File: config.mk
export PLATFORM = sky130hd
export DESIGN_NAME = prio_preempt_arb
export DESIGN_NICKNAME = d
export VERILOG_FILES = /design/src/rtl/arb_pkg.sv /design/src/rtl/arb_pend.sv /design/src/rtl/arb_pick.sv /design/src/rtl/arb_stack.sv /design/src/rtl/prio_preempt_arb.sv
export SDC_FILE = /design/constraint.sdc
export NUM_CORES = 1
export LEC_CHECK = 0
export BUFFER_PORTS_ARGS = -buffer_cell sky130_fd_sc_hd__buf_4
export CAP_MARGIN = 40
export CORE_MARGIN = 10
export CORE_UTILIZATION = 45
export DETAILED_ROUTE_END_ITERATION = 10
export SLEW_MARGIN = 20
export SYNTH_ARGS = -nofsm -noshare
export SYNTH_HDL_FRONTEND = slang
export SYNTH_SLANG_ARGS = --single-unit
File: constraint.sdc
create_clock -name clk -period 2 [get_ports clk]
set_input_delay 0.2 -clock clk [delete_from_list [all_inputs] [get_ports clk]]
set_output_delay 0.2 -clock clk [all_outputs]
set_load 0.01 [all_outputs]
File: src/rtl/arb_pkg.sv
package arb_pkg;
  typedef enum logic [1:0] {
    ACT_HOLD  = 2'd0,
    ACT_GRANT = 2'd1,
    ACT_POP   = 2'd2
  } arb_act_e;
endpackage

File: src/rtl/arb_pend.sv
module arb_pend #(
  parameter int NUM_SRC = 8,
  localparam int IDX_W = $clog2(NUM_SRC)
) (
  input  logic               clk,
  input  logic               rst_sn,
  input  logic [NUM_SRC-1:0] req_i,
  input  logic               clr_en_i,
  input  logic [IDX_W-1:0]   clr_idx_i,
  input  logic               mask_we_i,
  input  logic [NUM_SRC-1:0] mask_i,
  output logic [NUM_SRC-1:0] elig_o
);
  logic [NUM_SRC-1:0] pend_q, pend_d;
  logic [NUM_SRC-1:0] mask_q;
  logic [NUM_SRC-1:0] clr_vec;

  // a fresh request wins over the clear of the same bit
  always_comb begin
    clr_vec = clr_en_i ? (NUM_SRC'(1) << clr_idx_i) : '0;
    pend_d  = (pend_q & ~clr_vec) | req_i;
  end

  always_ff @(posedge clk or negedge rst_sn) begin
    if (!rst_sn) pend_q <= '0;
    else         pend_q <= pend_d;
  end

  always_ff @(posedge clk or negedge rst_sn) begin
    if (!rst_sn)        mask_q <= '0;
    else if (mask_we_i) mask_q <= mask_i;
  end

  assign elig_o = pend_q & ~mask_q;

  // a masked source is never selected for clearing
  a_r7_masked_not_taken: assert property (@(posedge clk) disable iff (!rst_sn)
    clr_en_i |-> !mask_q[clr_idx_i]);

  // the granted bit holds exactly the re-request of the grant edge
  a_r8_clear_or_reset: assert property (@(posedge clk) disable iff (!rst_sn)
    clr_en_i |=> (pend_q[$past(clr_idx_i)] == $past(req_i[clr_idx_i])));
endmodule

File: src/rtl/arb_pick.sv
module arb_pick #(
  parameter int NUM_SRC = 8,
  localparam int IDX_W = $clog2(NUM_SRC)
) (
  input  logic [NUM_SRC-1:0] vec_i,
  output logic               any_o,
  output logic [IDX_W-1:0]   idx_o
);
  always_comb begin
    any_o = |vec_i;
    idx_o = '0;
    for (int i = NUM_SRC - 1; i >= 0; i--) begin
      if (vec_i[i]) idx_o = IDX_W'(i);
    end
  end
endmodule

File: src/rtl/arb_stack.sv
module arb_stack #(
  parameter int DEPTH = 8,
  parameter int WIDTH = 4,
  localparam int PTR_W = $clog2(DEPTH),
  localparam int SP_W  = $clog2(DEPTH + 1)
) (
  input  logic             clk,
  input  logic             rst_sn,
  input  logic             push_i,
  input  logic             pop_i,
  input  logic [WIDTH-1:0] din_i,
  output logic [WIDTH-1:0] top_o,
  output logic             empty_o
);
  logic [WIDTH-1:0] mem_q [DEPTH];
  logic [SP_W-1:0]  sp_q, sp_d;
  logic [SP_W-1:0]  sp_m1;

  always_comb begin
    sp_m1 = sp_q - SP_W'(1);
    sp_d  = sp_q;
    if (push_i)     sp_d = sp_q + SP_W'(1);
    else if (pop_i) sp_d = sp_m1;
  end

  always_ff @(posedge clk or negedge rst_sn) begin
    if (!rst_sn) sp_q <= '0;
    else         sp_q <= sp_d;
  end

  for (genvar g = 0; g < DEPTH; g++) begin : g_slot
    always_ff @(posedge clk or negedge rst_sn) begin
      if (!rst_sn)                                       mem_q[g] <= '0;
      else if (push_i && (sp_q[PTR_W-1:0] == PTR_W'(g))) mem_q[g] <= din_i;
    end
  end

  assign top_o   = mem_q[sp_m1[PTR_W-1:0]];
  assign empty_o = (sp_q == '0);

  // strict preemption keeps the nesting within the depth
  a_r9_no_overflow: assert property (@(posedge clk) disable iff (!rst_sn)
    push_i |-> (sp_q != SP_W'(DEPTH)));
  a_r9_no_underflow: assert property (@(posedge clk) disable iff (!rst_sn)
    pop_i |-> (sp_q != '0));
  a_r9_push_pop_excl: assert property (@(posedge clk) disable iff (!rst_sn)
    !(push_i && pop_i));
endmodule

File: src/rtl/prio_preempt_arb.sv
module prio_preempt_arb #(
  parameter int NUM_SRC = 8,
  localparam int IDX_W = $clog2(NUM_SRC),
  localparam int LVL_W = IDX_W + 1
) (
  input  logic               clk,
  input  logic               rst_n,
  input  logic [NUM_SRC-1:0] req_i,
  input  logic               mask_we_i,
  input  logic [NUM_SRC-1:0] mask_i,
  input  logic               eos_i,
  output logic               grant_o,
  output logic [IDX_W-1:0]   grant_idx_o,
  output logic [LVL_W-1:0]   level_o
);
  import arb_pkg::*;

  localparam logic [LVL_W-1:0] IDLE = LVL_W'(NUM_SRC);

  logic [1:0] rst_sync_q;
  logic       rst_sn;

  always_ff @(posedge clk or negedge rst_n) begin
    if (!rst_n) rst_sync_q <= 2'b00;
    else        rst_sync_q <= {rst_sync_q[0], 1'b1};
  end
  assign rst_sn = rst_sync_q[1];

  logic [NUM_SRC-1:0] elig;
  logic               pick_any;
  logic [IDX_W-1:0]   pick_idx;
  logic [LVL_W-1:0]   lvl_q, lvl_d;
  logic               grant_q, grant_d;
  logic [IDX_W-1:0]   gidx_q;
  logic               stk_empty;
  logic [LVL_W-1:0]   stk_top;
  logic               busy, push, pop;
  arb_act_e           act;

  arb_pend #(.NUM_SRC(NUM_SRC)) u_pend (
    .clk       (clk),
    .rst_sn    (rst_sn),
    .req_i     (req_i),
    .clr_en_i  (grant_d),
    .clr_idx_i (pick_idx),
    .mask_we_i (mask_we_i),
    .mask_i    (mask_i),
    .elig_o    (elig)
  );

  arb_pick #(.NUM_SRC(NUM_SRC)) u_pick (
    .vec_i (elig),
    .any_o (pick_any),
    .idx_o (pick_idx)
  );

  arb_stack #(.DEPTH(NUM_SRC), .WIDTH(LVL_W)) u_stack (
    .clk     (clk),
    .rst_sn  (rst_sn),
    .push_i  (push),
    .pop_i   (pop),
    .din_i   (lvl_q),
    .top_o   (stk_top),
    .empty_o (stk_empty)
  );

  // idle code exceeds every index, so one compare covers idle and busy
  always_comb begin
    busy = (lvl_q != IDLE);
    act  = ACT_HOLD;
    if (eos_i) begin
      if (busy) act = ACT_POP;
    end else if (pick_any && ({1'b0, pick_idx} < lvl_q)) begin
      act = ACT_GRANT;
    end
    grant_d = (act == ACT_GRANT);
    push    = grant_d && busy;
    pop     = (act == ACT_POP) && !stk_empty;
    case (act)
      ACT_GRANT: lvl_d = {1'b0, pick_idx};
      ACT_POP:   lvl_d = stk_empty ? IDLE : stk_top;
      default:   lvl_d = lvl_q;
    endcase
  end

  always_ff @(posedge clk or negedge rst_sn) begin
    if (!rst_sn) begin
      lvl_q   <= IDLE;
      grant_q <= 1'b0;
      gidx_q  <= '0;
    end else begin
      lvl_q   <= lvl_d;
      grant_q <= grant_d;
      if (grant_d) gidx_q <= pick_idx;
    end
  end

  assign grant_o     = grant_q;
  assign grant_idx_o = gidx_q;
  assign level_o     = lvl_q;

  a_r1_level_range: assert property (@(posedge clk) disable iff (!rst_sn)
    lvl_q <= IDLE);
  a_r5_strict_preempt: assert property (@(posedge clk) disable iff (!rst_sn)
    grant_o |-> ({1'b0, grant_idx_o} < $past(lvl_q)));
  a_r10_no_grant_on_eos: assert property (@(posedge clk) disable iff (!rst_sn)
    eos_i |=> !grant_o);
  a_r3_grant_sets_level: assert property (@(posedge clk) disable iff (!rst_sn)
    grant_o |-> (level_o == {1'b0, grant_idx_o}));
endmodule

## Word level (Yosys, flattened, before mapping)

Cells that the tools add are included.

- Input port bits: 20
- Logic and storage cells: 72
- Bits in registers: 62
- Output and inout bits: 8

- Reductions and logical operators: 17
- Shift-type cells: 1
- Add/subtract/negate cells: 2
- Mux-type cells: 19
- Bitwise logic cells: 6
- Eq/ne operators: 10
- Order comparisons: 2

Operator list:

| kind | count |
|---|---|
| $mux W3 | 8 |
| $mux W4 | 5 |
| $and A8 B8 Y8 | 2 |
| $not A8 Y8 | 2 |
| $bmux W4 S3 | 1 |
| $eq A3 B3 Y1 const B | 4 |
| $logic_and A1 B1 Y1 | 11 |
| $mux W8 | 1 |
| $or A8 B8 Y8 | 1 |
| $pmux W4 S2 | 1 |
| $reduce_or A8 Y1 | 1 |
| $shl A1 B3 Y8 const A | 1 |
| $eq A3 B2 Y1 const B | 2 |
| $add A4 B1 Y4 const B | 1 |
| $ge A4 B4 Y1 const B | 1 |
| $logic_not A4 Y1 | 1 |
| $lt A3 B4 Y1 | 1 |
| $mux W2 | 2 |
| $ne A4 B4 Y1 const B | 1 |
| $not A3 Y4 | 1 |
| $reduce_bool A2 Y1 | 2 |
| $sub A4 B1 Y4 const B | 1 |
| $eq A3 B1 Y1 const B | 1 |
| $logic_not A3 Y1 | 1 |
| 4 further kinds | 4 |

## Depth between registers and ports, before layout

- Word-level depth: 19
- Gate-level depth with buffers: 12
- Mapped depth without buffers: 11

## Hierarchy

A second synthesis with hierarchy kept.

- Cells, all modules: 221
- Area total of the unflattened synthesis: 3034.2 um^2

Modules (own cells, without submodules):

| module | cells each | instances | area an instance (um^2) | sequential area each (um^2) |
|---|---|---|---|---|
| arb_stack | 114 | 1 | 1771.7 | 900.9 |
| arb_pend | 49 | 1 | 681.9 | 400.4 |
| prio_preempt_arb | 45 | 1 | 499.2 | 251.5 |
| arb_pick | 13 | 1 | 81.3 | 0.0 |

## Worst setup path before layout

No wires, ideal clock.

- Kind: reg-to-reg
- Start: reg u_pend.pend_q[7]
- End: reg u_stack.mem_q[21] in the netlist's numbering
- Arrival: 2354 ps
- Library setup time: 125 ps
- Slack: -479 ps
- Buffers on the path: 0
- Period minus slack after synthesis: 2479 ps
- Required time: 1875 ps
- Stages on the path, launching flop included: 11
- Path through: dfrtp_1 -> nor2b_1 -> o211ai_1 -> a31oi_1 -> ha_1 -> a21o_1 -> nand3_1 -> o21bai_4 -> nor3_4 -> nand2_4 -> mux2_4

- Word-level cells in the longest chain between the ends: 16
- Elaborated cells between the ends (all ways): 17
- Classes of those cells: order compare: 1; eq/ne: 1; mux: 10; bitwise: 1; reduce/logical: 4

Ends and longest elaborated chain:

| what | RTL line | text |
|---|---|---|
| start: declaration | arb_pend.sv:14 | `logic [NUM_SRC-1:0] pend_q, pend_d;` |
| start signal: assignment | arb_pend.sv:26 | `else pend_q <= pend_d;` |
| $and A8 B8 Y8 | arb_pend.sv:34 | `assign elig_o = pend_q & ~mask_q;` |
| $mux W3 (8 in a row) | arb_pick.sv:13 | `if (vec_i[i]) idx_o = IDX_W'(i);` |
| named net pick_idx[1] | prio_preempt_arb.sv:31 | `logic [IDX_W-1:0] pick_idx;` |
| $lt A3 B4 Y1 | prio_preempt_arb.sv:73 | `end else if (pick_any && ({1'b0, pick_idx} < lvl_q)) begin` |
| $logic_and A1 B1 Y1 | prio_preempt_arb.sv:73 |  |
| $mux W1 | prio_preempt_arb.sv:73 |  |
| $mux W2 | prio_preempt_arb.sv:71 | `if (eos_i) begin` |
| $eq A2 B1 Y1 | prio_preempt_arb.sv:76 | `grant_d = (act == ACT_GRANT);` |
| $logic_and A1 B1 Y1 | prio_preempt_arb.sv:77 | `push = grant_d && busy;` |
| $logic_and A1 B1 Y1 | arb_stack.sv:34 | `else if (push_i && (sp_q[PTR_W-1:0] == PTR_W'(g))) mem_q[g] <= din_i;` |
| end signal: indexed assignment | arb_stack.sv:34 |  |
| end: declaration | arb_stack.sv:15 | `logic [WIDTH-1:0] mem_q [DEPTH];` |

The timed path passes the listed nets, and every way through them passes these cells.
A chain may end at the register's enable or synchronous reset.

## Final worst setup path

- Start: reg u_pend.pend_q[7]
- End: reg u_stack.mem_q[22] in the netlist's numbering

- Word-level cells in the longest chain between the ends: 16
- Elaborated cells between the ends (all ways): 17
- Classes of those cells: order compare: 1; eq/ne: 1; mux: 10; bitwise: 1; reduce/logical: 4

Ends and longest elaborated chain:

| what | RTL line |
|---|---|
| $and A8 B8 Y8 (*) | arb_pend.sv:34 |
| $mux W3 (8 in a row) | arb_pick.sv:13 |
| $lt A3 B4 Y1 | prio_preempt_arb.sv:73 |
| $logic_and A1 B1 Y1 (*) | prio_preempt_arb.sv:73 |
| $mux W1 (*) | prio_preempt_arb.sv:73 |
| $mux W2 (*) | prio_preempt_arb.sv:71 |
| $eq A2 B1 Y1 (*) | prio_preempt_arb.sv:76 |
| $logic_and A1 B1 Y1 (*) | prio_preempt_arb.sv:77 |
| $logic_and A1 B1 Y1 (*) | arb_stack.sv:34 |

Mark *: on every way between the ends. The rest lies on a longest branch, timed or not.

==> impl_metrics.csv <==
group,metric,value,unit
status,outcome,"complete, but fails checks",
routing,routed.top_layer,"met4",
worst_setup_path,crit_path_end_kind,"flop",
power,power.switching,2.123,mW
worst_setup_path,path_depth,12,
floorplanning,fp.dieArea,10680,sq um
timing,hold_violations,0,
placed_design,pre_cts_ws,-0.4444,ns
cells_and_area,drive_above_1_share,0.5643,
power,p_seq_frac,0.325,
cells_and_area,fin_nets,343,
placed_design,hpwlAfterDp,5303,um
routing,avgRoutedWirePerCell,18.51,um
cells_and_area,area_growth,35.49,%
worst_setup_path,path_cells,"buf_4 > nand2b_4 > o2111ai_1 > nor2b_1 > ha_1 > a21oi_1 > o21ai_1 > o21bai_4 > nor3_4 > buf_12 > nand2_8 > mux2_4",
global_routing,first_global_vias,2337,
placed_design,globalplace.congestion,0.8410,
synthesis,synth_top_area_cell,"dfrtp_1",
placed_design,port-buffer-count,27,
power,p_leak,2.004,nW
worst_setup_path,startpoint_type,"flop",
timing,tightest_slew,0.5116,ns
synthesis,synth_cells,239,
clocking,htreeDepth,3,
routing,drt_wl_total,7385,um
min_path,hold_depth,2,
synthesis,ys_warn_count,0,
synthesis,synth_area,3127,sq um
timing,worst_slack,-0.4226,ns
cells_and_area,antennaDiodeCount,0,
synthesis,synth_top_area_share,0.4882,
floorplanning,start_util,0.4628,
clocking,clkTransAtPathRegs,0.07,ns
power,p_int,3.794,mW
min_path,hold_path.class,"input port to flop",
cells_and_area,final-instance-count-excl-fill,399,
power,clkPwrFrac,0.190,
power,peakVddDrop,0.6322,mV
timing,max_slew_margin,0.6589,
worst_setup_path,cp_max_fo,5,
synthesis,synth_area_leaders,"dfrtp_1, mux2_4, mux2_2",
timing,rsz0062_at_grt,"yes",
clocking,cts.path.max_buffers,2,
power,combPwrFrac,0.485,
worst_setup_path,arrival,2.65,ns
routing,wl_met2,3828,um
routing,drcViolationCount,0,
clocking,tritoncts,"built",
worst_setup_path,r2r_cells,12,
synthesis,synth-seq-cells,62,
floorplanning,core-area,6756,sq um
synthesis,syn_avg_cell_area,13.08,sq um
status,violations,"setup timing",
power,p_per_area,1397,nW/um^2
timing,drv_slew,0,
synthesis,yosysUniqueCellTypes,48,
global_routing,grt_first_pass_wirelength,12270,um
placed_design,place_area,3769,sq um
global_routing,grt_max_degree,27,
clocking,cts_root_buffer,"clkbuf_8",
global_routing,antenna_found_initial,0,
routing,drtIter0Drc,84,
timing,fin_worst_skew,0.01021,ns
global_routing,grt_overflow,0,
routing,dr_total_vias,2149,
flow_run,maxCapViolCount,0,
routing,dr.pass1.iters,4,
worst_setup_path,cp_slowest_stage_delay,0.40,ns
floorplanning,die_height,103.4,um
timing,finalSetupViolCount,51,
power,sw_frac_of_total,0.3588,
cells_and_area,postLayoutCellArea,4237,sq um
clocking,cts_made_buffers,9,
floorplanning,ios,28,
floorplanning,rows,30,
synthesis,ys_seq_area_frac,0.4966,
timing,period_needed,2.423,ns
timing,holdWs,0.03165,ns
routing,drt-met1-wl,3149,um
worst_setup_path,cp_top_family,"compound AO/OA/AOI/OAI gates",
clocking,cts.sinks,62,
synthesis,syn-num-nets,268,
worst_setup_path,critPathKind,"flop to flop",
global_routing,grt_usage,0.1534,
routing,final_antenna_net_count,0,
routing,vias_per_cell,5.386,
timing,fmax,412.8,MHz
clocking,clock_latency,0.34,ns
worst_setup_path,slowest_stage,"dfrtp_1",
routing,wl_met3,291,um
floorplanning,die_w,103.4,um
worst_setup_path,crit_buf_inv,2,
timing,setup_tns,-16.59,ns
timing,period_share,1.211,
placed_design,placedCellCount,375,
worst_setup_path,required,2.23,ns
[routing by layer]
metal,up-vias,global-route usage
met3,10,0.04585
met5,-,0
met2,40,0.2583
met4,0,0.05348
li1,1005,-
met1,1094,0.1819
[cell usage in the layout (no fill, tap or decap), types with 4 or more instances in the layout]
cell type   n
ha_1        8
nand2_1     9
nand3_2     4
buf_6       9
nand2_2     5
a21o_1      6
mux2_4     21
mux4_2      8
mux2i_1     4
inv_1       8
mux2_2     19
nand2b_1   10
clkbuf_8   11
buf_4      63
dfrtp_1    60
[cell families after synthesis]
kind of cell,share of synthesized area
compound gates,0.07523
simple gates,0.1136
fa+ha+maj,0.03602
buf+inv,0.03041
other cells,0.001199
mux,0.2385
xor+xnor,0.008405
flops,0.4966
[worst paths after layout]
path,from,to,slack [ns]
max,u_pend.pend_q[7],u_stack.mem_q[22],-0.42
min,req_i[6],u_pend.pend_q[6],0.03
max reg2reg,u_pend.pend_q[7],u_stack.mem_q[22],-0.42
min reg2reg,rst_sync_q[1],u_pend.mask_q[7],0.24
max in group asynchronous,rst_sync_q[1],grant_idx_o[2],1.17
min in group asynchronous,rst_n,rst_sync_q[0],0.17
[Yosys cell counts, drive strengths merged]
cell,n
a21boi,1
a21o,6
a21oi,4
a31o,1
a31oi,3
a32oi,2
and3,2
buf,7
clkbuf,5
conb,1
dfrtp,61
dfstp,1
ha,9
inv,10
mux2,40
mux2i,4
mux4,8
nand2,20
nand2b,12
nand3,6
nand3b,3
nand4,2
nor2,5
nor2b,3
nor3,2
nor4,2
o2111ai,1
o211ai,4
o21ai,5
o21bai,1
o31ai,2
o41ai,1
or3,1
or4,1
xnor2,2
xor2,1
[final cells by class]
class / instances / area [sq um]
inverters: 10 / 40.04
clock buffers: 13 / 158.9
well taps: 80 / 100.1
repair buffers: 76 / 644.4
fillers: 537 / 2520
clock inverters: 3 / 42.54
multi-input cells: 155 / 1697
flip-flops and latches: 62 / 1554
[sequential cells by signal, summed over array words and instances (netlist names)]
| signal | count |
|---|---|
| grant_o | 1 |
| u_pend.mask_q | 8 |
| u_pend.pend_q | 8 |
| u_stack.sp_q | 4 |
| grant_idx_o | 3 |
| rst_sync_q | 2 |
| u_stack.mem_q | 32 |
| level_o | 4 |
[power by group through the flow]
stage | logic, mW | registers (mW) | clock network, mW
after detailed placement | 2.55 | 1.92 | 0
final | 2.87 | 1.92 | 1.12
after global routing | 3.09 | 1.96 | 1.21
after global placement | 2.53 | 1.92 | 0
after CTS | 2.81 | 1.92 | 1.16
after floorplan | 1.66 | 1.85 | 0
[stage by stage]
stage          total power, mW  utilization
2_1_floorplan            3.510            -
3_3_place_gp             4.449       0.5578
3_5_place_dp             4.469       0.5578
4_1_cts                  5.884       0.6174
5_1_grt                  6.254       0.6270
6_report                 5.918       0.6270
[worst reg2reg max path: cells and delay by family, from the launching register on]
kind	cells	cell delay [ns]
AO/OA/AOI/OAI	4	0.61
AND/OR/NAND/NOR	4	0.50
flip-flops	1	0.40
buffers and inverters	2	0.32
multiplexers	1	0.31
adder cells (fa/ha/maj)	1	0.18
[what timing repair did]
item | 4_1_cts | 5_1_grt
hold endpoints to repair | 2 | 0
pin swaps | 23 | 7
endpoints found under the setup margin | 51 | 51
hold buffers | 1 | 0
resized for setup | 28 | 15
setup buffers | 7 | 4
Note: power is estimated with default switching activity, not from simulation.
